===== config.mk =====
export PLATFORM = sky130hd
export DESIGN_NAME = dhaz_interlock
export DESIGN_NICKNAME = d
export VERILOG_FILES = /design/src/rtl/hz_pkg.sv /design/src/rtl/hz_tag_match.sv /design/src/rtl/hz_tag_pipe.sv /design/src/rtl/hz_policy.sv /design/src/rtl/dhaz_interlock.sv
export SDC_FILE = /design/constraint.sdc
export NUM_CORES = 1
export LEC_CHECK = 0
export BUFFER_PORTS_ARGS = -buffer_cell sky130_fd_sc_hd__buf_2
export CAP_MARGIN = 30
export CORE_ASPECT_RATIO = 1.4
export CORE_UTILIZATION = 52
export DETAILED_ROUTE_END_ITERATION = 16
export PLACE_DENSITY = 0.9
export SYNTH_ARGS = -nofsm -noshare
export SYNTH_HDL_FRONTEND = slang
export SYNTH_HIERARCHICAL = 1
export SYNTH_SLANG_ARGS = --single-unit

===== constraint.sdc =====
create_clock -name clk -period 1.9 [get_ports clk]
set_clock_uncertainty 0.15 [all_clocks]
set_input_delay 0.38 -clock clk [delete_from_list [all_inputs] [get_ports clk]]
set_output_delay 0.38 -clock clk [all_outputs]
set_load 0.01 [all_outputs]

===== src/rtl/hz_pkg.sv =====
package hz_pkg;

   localparam int unsigned HZ_NSTG = 3;

   typedef enum int unsigned {
      HZ_EX  = 0,
      HZ_MEM = 1,
      HZ_WB  = 2
   } hz_stage_e;

   typedef enum logic {
      POL_STALL_ONLY = 1'b0,
      POL_FORWARD    = 1'b1
   } hz_policy_e;

   // longest run of bubbles a single consumer can see under a policy
   function automatic int unsigned max_bubbles(hz_policy_e p);
      return (p == POL_FORWARD) ? 1 : HZ_NSTG;
   endfunction

endpackage


===== src/rtl/hz_tag_match.sv =====
module hz_tag_match #(
   parameter int unsigned REG_W = 5
) (
   input  logic [REG_W-1:0] src_a,
   input  logic             use_a,
   input  logic [REG_W-1:0] src_b,
   input  logic             use_b,
   input  logic [REG_W-1:0] dst,
   input  logic             dst_wr,
   output logic             hit
);

   logic hit_a;
   logic hit_b;

   always_comb begin
      hit_a = use_a && (src_a == dst);
      hit_b = use_b && (src_b == dst);
      hit   = dst_wr && (hit_a || hit_b);
   end

endmodule


===== src/rtl/hz_tag_pipe.sv =====
module hz_tag_pipe #(
   parameter int unsigned REG_W = 5,
   parameter int unsigned NSTG  = 3
) (
   input  logic                       clk,
   input  logic                       rst_n,
   input  logic                       freeze,
   input  logic                       issue,
   input  logic [REG_W-1:0]           in_rd,
   input  logic                       in_wr,
   input  logic                       in_ld,
   output logic [NSTG-1:0][REG_W-1:0] st_rd,
   output logic [NSTG-1:0]            st_wr,
   output logic                       ex_ld
);

   localparam int unsigned LAST = NSTG - 1;

   always_ff @(posedge clk) begin
      if (!rst_n) begin
         st_rd <= '0;
         st_wr <= '0;
         ex_ld <= 1'b0;
      end else if (freeze) begin
         // stages up to Memory hold; Write receives an empty slot
         st_wr[LAST] <= 1'b0;
      end else begin
         st_rd[0] <= in_rd;
         st_wr[0] <= issue & in_wr;
         ex_ld    <= issue & in_ld;
         for (int k = 1; k < NSTG; k++) begin
            st_rd[k] <= st_rd[k-1];
            st_wr[k] <= st_wr[k-1];
         end
      end
   end

endmodule


===== src/rtl/hz_policy.sv =====
module hz_policy
   import hz_pkg::*;
#(
   parameter int unsigned NSTG   = 3,
   parameter hz_policy_e  POLICY = POL_STALL_ONLY
) (
   input  logic            cand,
   input  logic [NSTG-1:0] hits,
   input  logic            ex_ld,
   output logic            hazard
);

   generate
      if (POLICY == POL_FORWARD) begin : g_fwd
         // only a load right ahead cannot be bypassed in time
         logic unused_far;
         assign hazard     = cand & hits[int'(HZ_EX)] & ex_ld;
         assign unused_far = ^hits[NSTG-1:1];
      end else begin : g_wait
         // wait until no older writer of a source is left in flight
         logic unused_ld;
         assign hazard    = cand & (|hits);
         assign unused_ld = ex_ld;
      end
   endgenerate

endmodule


===== src/rtl/dhaz_interlock.sv =====
module dhaz_interlock
   import hz_pkg::*;
#(
   parameter int unsigned REG_W  = 5,
   parameter hz_policy_e  POLICY = POL_STALL_ONLY
) (
   input  logic             clk,
   input  logic             rst_n,
   input  logic             fd_valid,
   input  logic [REG_W-1:0] fd_rs1,
   input  logic             fd_use_rs1,
   input  logic [REG_W-1:0] fd_rs2,
   input  logic             fd_use_rs2,
   input  logic [REG_W-1:0] fd_rd,
   input  logic             fd_wr_en,
   input  logic             fd_is_load,
   input  logic             mem_busy,
   output logic             stall_front,
   output logic             dx_bubble,
   output logic             back_hold,
   output logic             wb_bubble
);

   localparam int unsigned NSTG = HZ_NSTG;

   generate
      if (REG_W < 1 || REG_W > 8) begin : g_bad_width
         $error("dhaz_interlock: REG_W must lie in 1..8");
      end
   endgenerate

   logic [NSTG-1:0][REG_W-1:0] st_rd;
   logic [NSTG-1:0]            st_wr;
   logic                       ex_ld;
   logic [NSTG-1:0]            hits;
   logic                       hazard;
   logic                       issue;

   assign issue = fd_valid & ~hazard;

   hz_tag_pipe #(
      .REG_W (REG_W),
      .NSTG  (NSTG)
   ) u_pipe (
      .clk    (clk),
      .rst_n  (rst_n),
      .freeze (mem_busy),
      .issue  (issue),
      .in_rd  (fd_rd),
      .in_wr  (fd_wr_en),
      .in_ld  (fd_is_load),
      .st_rd  (st_rd),
      .st_wr  (st_wr),
      .ex_ld  (ex_ld)
   );

   generate
      for (genvar s = 0; s < NSTG; s++) begin : g_cmp
         hz_tag_match #(
            .REG_W (REG_W)
         ) u_match (
            .src_a  (fd_rs1),
            .use_a  (fd_use_rs1),
            .src_b  (fd_rs2),
            .use_b  (fd_use_rs2),
            .dst    (st_rd[s]),
            .dst_wr (st_wr[s]),
            .hit    (hits[s])
         );
      end
   endgenerate

   hz_policy #(
      .NSTG   (NSTG),
      .POLICY (POLICY)
   ) u_pol (
      .cand   (fd_valid),
      .hits   (hits),
      .ex_ld  (ex_ld),
      .hazard (hazard)
   );

   assign stall_front = mem_busy | hazard;
   assign dx_bubble   = hazard & ~mem_busy;
   assign back_hold   = mem_busy;
   assign wb_bubble   = mem_busy;

endmodule


==> metrics.md <==
| Metric | Value |
|---|---|
| Num CTS Buffers | `3` |
| Critical-path top delay cell | `dfxtp_4` |
| Worst setup path end | `stall_front` |
| Wire per inst | `16.0 um` |
| Final Wtd Congestion | `0.890` |
| Number of global-route vias before repair | `between 800 and 900` |
| Sink Count | `18` |
| Min-delay worst type | `in -> reg` |
| Final hold vios | `0` |
| Largest net degree at the start of global routing | `20` |
| Area growth syn-to-layout | `26.8%` |
| Antenna violations before repair | `0` |
| DP HPWL | `1680 um` |
| Yosys warning total | `6` |
| Syn Area/Cell | `9.71 um^2` |
| Post-layout power | `0.764 mW` |
| Post-DRT Antenna Nets | `0` |
| Clock Tree Buf Depth | `2` |
| Ports | `27` |
| Vias per inst | `around 5.5` |
| Final worst setup slack | `-0.279 ns` |
| Top cell family by delay on the critical path | `flip-flops` |
| Die height | `55.6 um` |
| Critical Path AT | `1.65 ns` |
| H-tree depth | `1` |
| Status | `complete, but fails checks` |
| Met3 usage | `6.40%` |
| Reg2reg path depth | `7` |
| Rows | `19` |
| Slew HR | `a little under 80%` |
| Fmax | `459 MHz` |
| Flop2flop setup slack | `0.34 ns` |
| TritonCTS clock tree | `done` |
| Commonest non-fill, non-tap cell in the layout | `buf_2` |
| NumNets Final | `164` |
| CTS clk-pin slew, worst paths | `roughly 0.1 ns` |
| Gr busiest metal | `met2` |
| Period utilisation layout | `115%` |
| PD cells | `564 nW/um^2` |
| Crit-path cells | `xnor2_2, nand4_1, o22ai_1, o31a_1, or2_1, buf_2` |
| Die area | `between 2000 and 2500 um^2` |
| Post-layout util | `a little over two thirds` |
| WP depth | `6` |
| Global routing usage on met1 | `24.9%` |
| Number of setup violations in the final report | `2` |
| CP max FO | `4` |
| M2 GR Usage | `40.8%` |
| CP startpoint | `u_pipe/st_rd[1]` |
| Setup crit start kind | `flop` |
| Post-Route WL | `2560 um` |
| R2r startpoint | `u_pipe/st_rd[0]` |
| DRT iter0 DRCs | `7` |
| WHS Path Cells | `3` |
| Synthesized area | `approximately 1100 um^2` |
| Max_cap viols | `0` |
| Commonest cells after routing, fill and taps aside | `25 x buf_2, 21 x xnor2_1, 18 x nor2b_1, 16 x mux2i_1, 9 x xnor2_2` |
| Input/output buffers | `25` |
| GRT overflow | `0` |
| Fin Setup TNS | `-0.545 ns` |
| Max incr delay on CP | `around 0.38 ns` |
| Crit Path Category | `reg -> out` |
| Clock Tree Root | `clkbuf_4` |
| Crit path time final | `2.18 ns` |
| Failing checks | `design-rule violations, negative setup slack` |
| Worst-Margin Slew | `0.319 ns` |
| Syn_nets | `133` |
| Global-route usage over all layers | `about 25%` |
| R2R Path End | `u_pipe/st_wr[0]` |
| Worst skew pair latency | `0.29 ns` |
| CTS Hold Bufs | `0` |
| Fin. max-slew vios | `0` |
| Crit. End Element | `primary output` |
| Vias | `887` |
| RSZ-0062 raised after global routing | `true` |
| Worst VDD drop | `0.435 mV` |
| Ratio of cells with drive above 1 in the final layout | `around 42%` |
| Die width | `between 40 and 50 um` |
| Post-Synthesis Cells | `110` |
| First-pass GRT wire length | `3760 um` |
| DRC Markers | `1` |
| ANT cells | `0` |
| Initial Util | `about 55%` |
| Core area | `1950 um^2` |
| Leakage Power | `about 0.54 nW` |
| Drt pass-1 iters | `10` |
| Critical Path RT | `1.37 ns` |
| Worst path bufs/invs | `1` |
[flip-flops by register name (all words and copies together) (netlist names)]
signal        cells
u_pipe/st_rd     15
u_pipe/st_wr      3
[power breakdown]
part           switching, mW  internal (mW)
Sequential            0.0189          0.385
Combinational         0.0788         0.0953
Clock                  0.112         0.0738
[per-stage QoR]
step / worst slack [ns] / area, um^2 / hold WS [ns] / std cells
2_1_floorplan: 0.160 / 1070 / 0.286 / 110
3_5_place_dp: -0.136 / 1200 / 0.321 / 153
6_report: -0.279 / 1360 / 0.190 / 160
3_3_place_gp: -0.116 / 1200 / 0.307 / 153
5_1_grt: -0.350 / 1360 / 0.186 / 160
4_1_cts: -0.239 / 1290 / 0.183 / 158
[what timing repair did]
action | CTS | global route
setup endpoints to repair | 2 | 2
buffers inserted | 2 | 2
gates resized for setup | 20 | 12
pin swaps | 6 | 8
[layer usage]
layer | part of all wire (%) | vias up
li1 | - | 432
met1 | 39 | 414
met2 | 52 | 30
met3 | 4.3 | 11
met4 | 4.7 | 0
met5 | 0 | -
[how the worst min path moves through the flow]
stage               startpoint               to
5_1_grt               fd_wr_en  u_pipe/st_wr[0]
3_5_place_dp   u_pipe/st_wr[1]  u_pipe/st_wr[2]
3_3_place_gp   u_pipe/st_wr[1]  u_pipe/st_wr[2]
6_report              fd_rd[2]  u_pipe/st_rd[2]
2_1_floorplan  u_pipe/st_wr[1]  u_pipe/st_wr[2]
4_1_cts               fd_rd[4]  u_pipe/st_rd[4]
[area by class of cell]
class                           instances  area [um^2]
Clock buffer                            3         22.5
Fill cell                             137          594
Multi-Input combinational cell         86          729
Sequential cell                        18          399
Tap cell                               21         26.3
Timing Repair Buffer                   32          178
[worst min-delay path, stage by stage]
cell     delay (ns)
buf_2          0.07
mux2i_1        0.05
nor2b_1        0.09
Note: power is estimated with default switching activity, not from simulation.
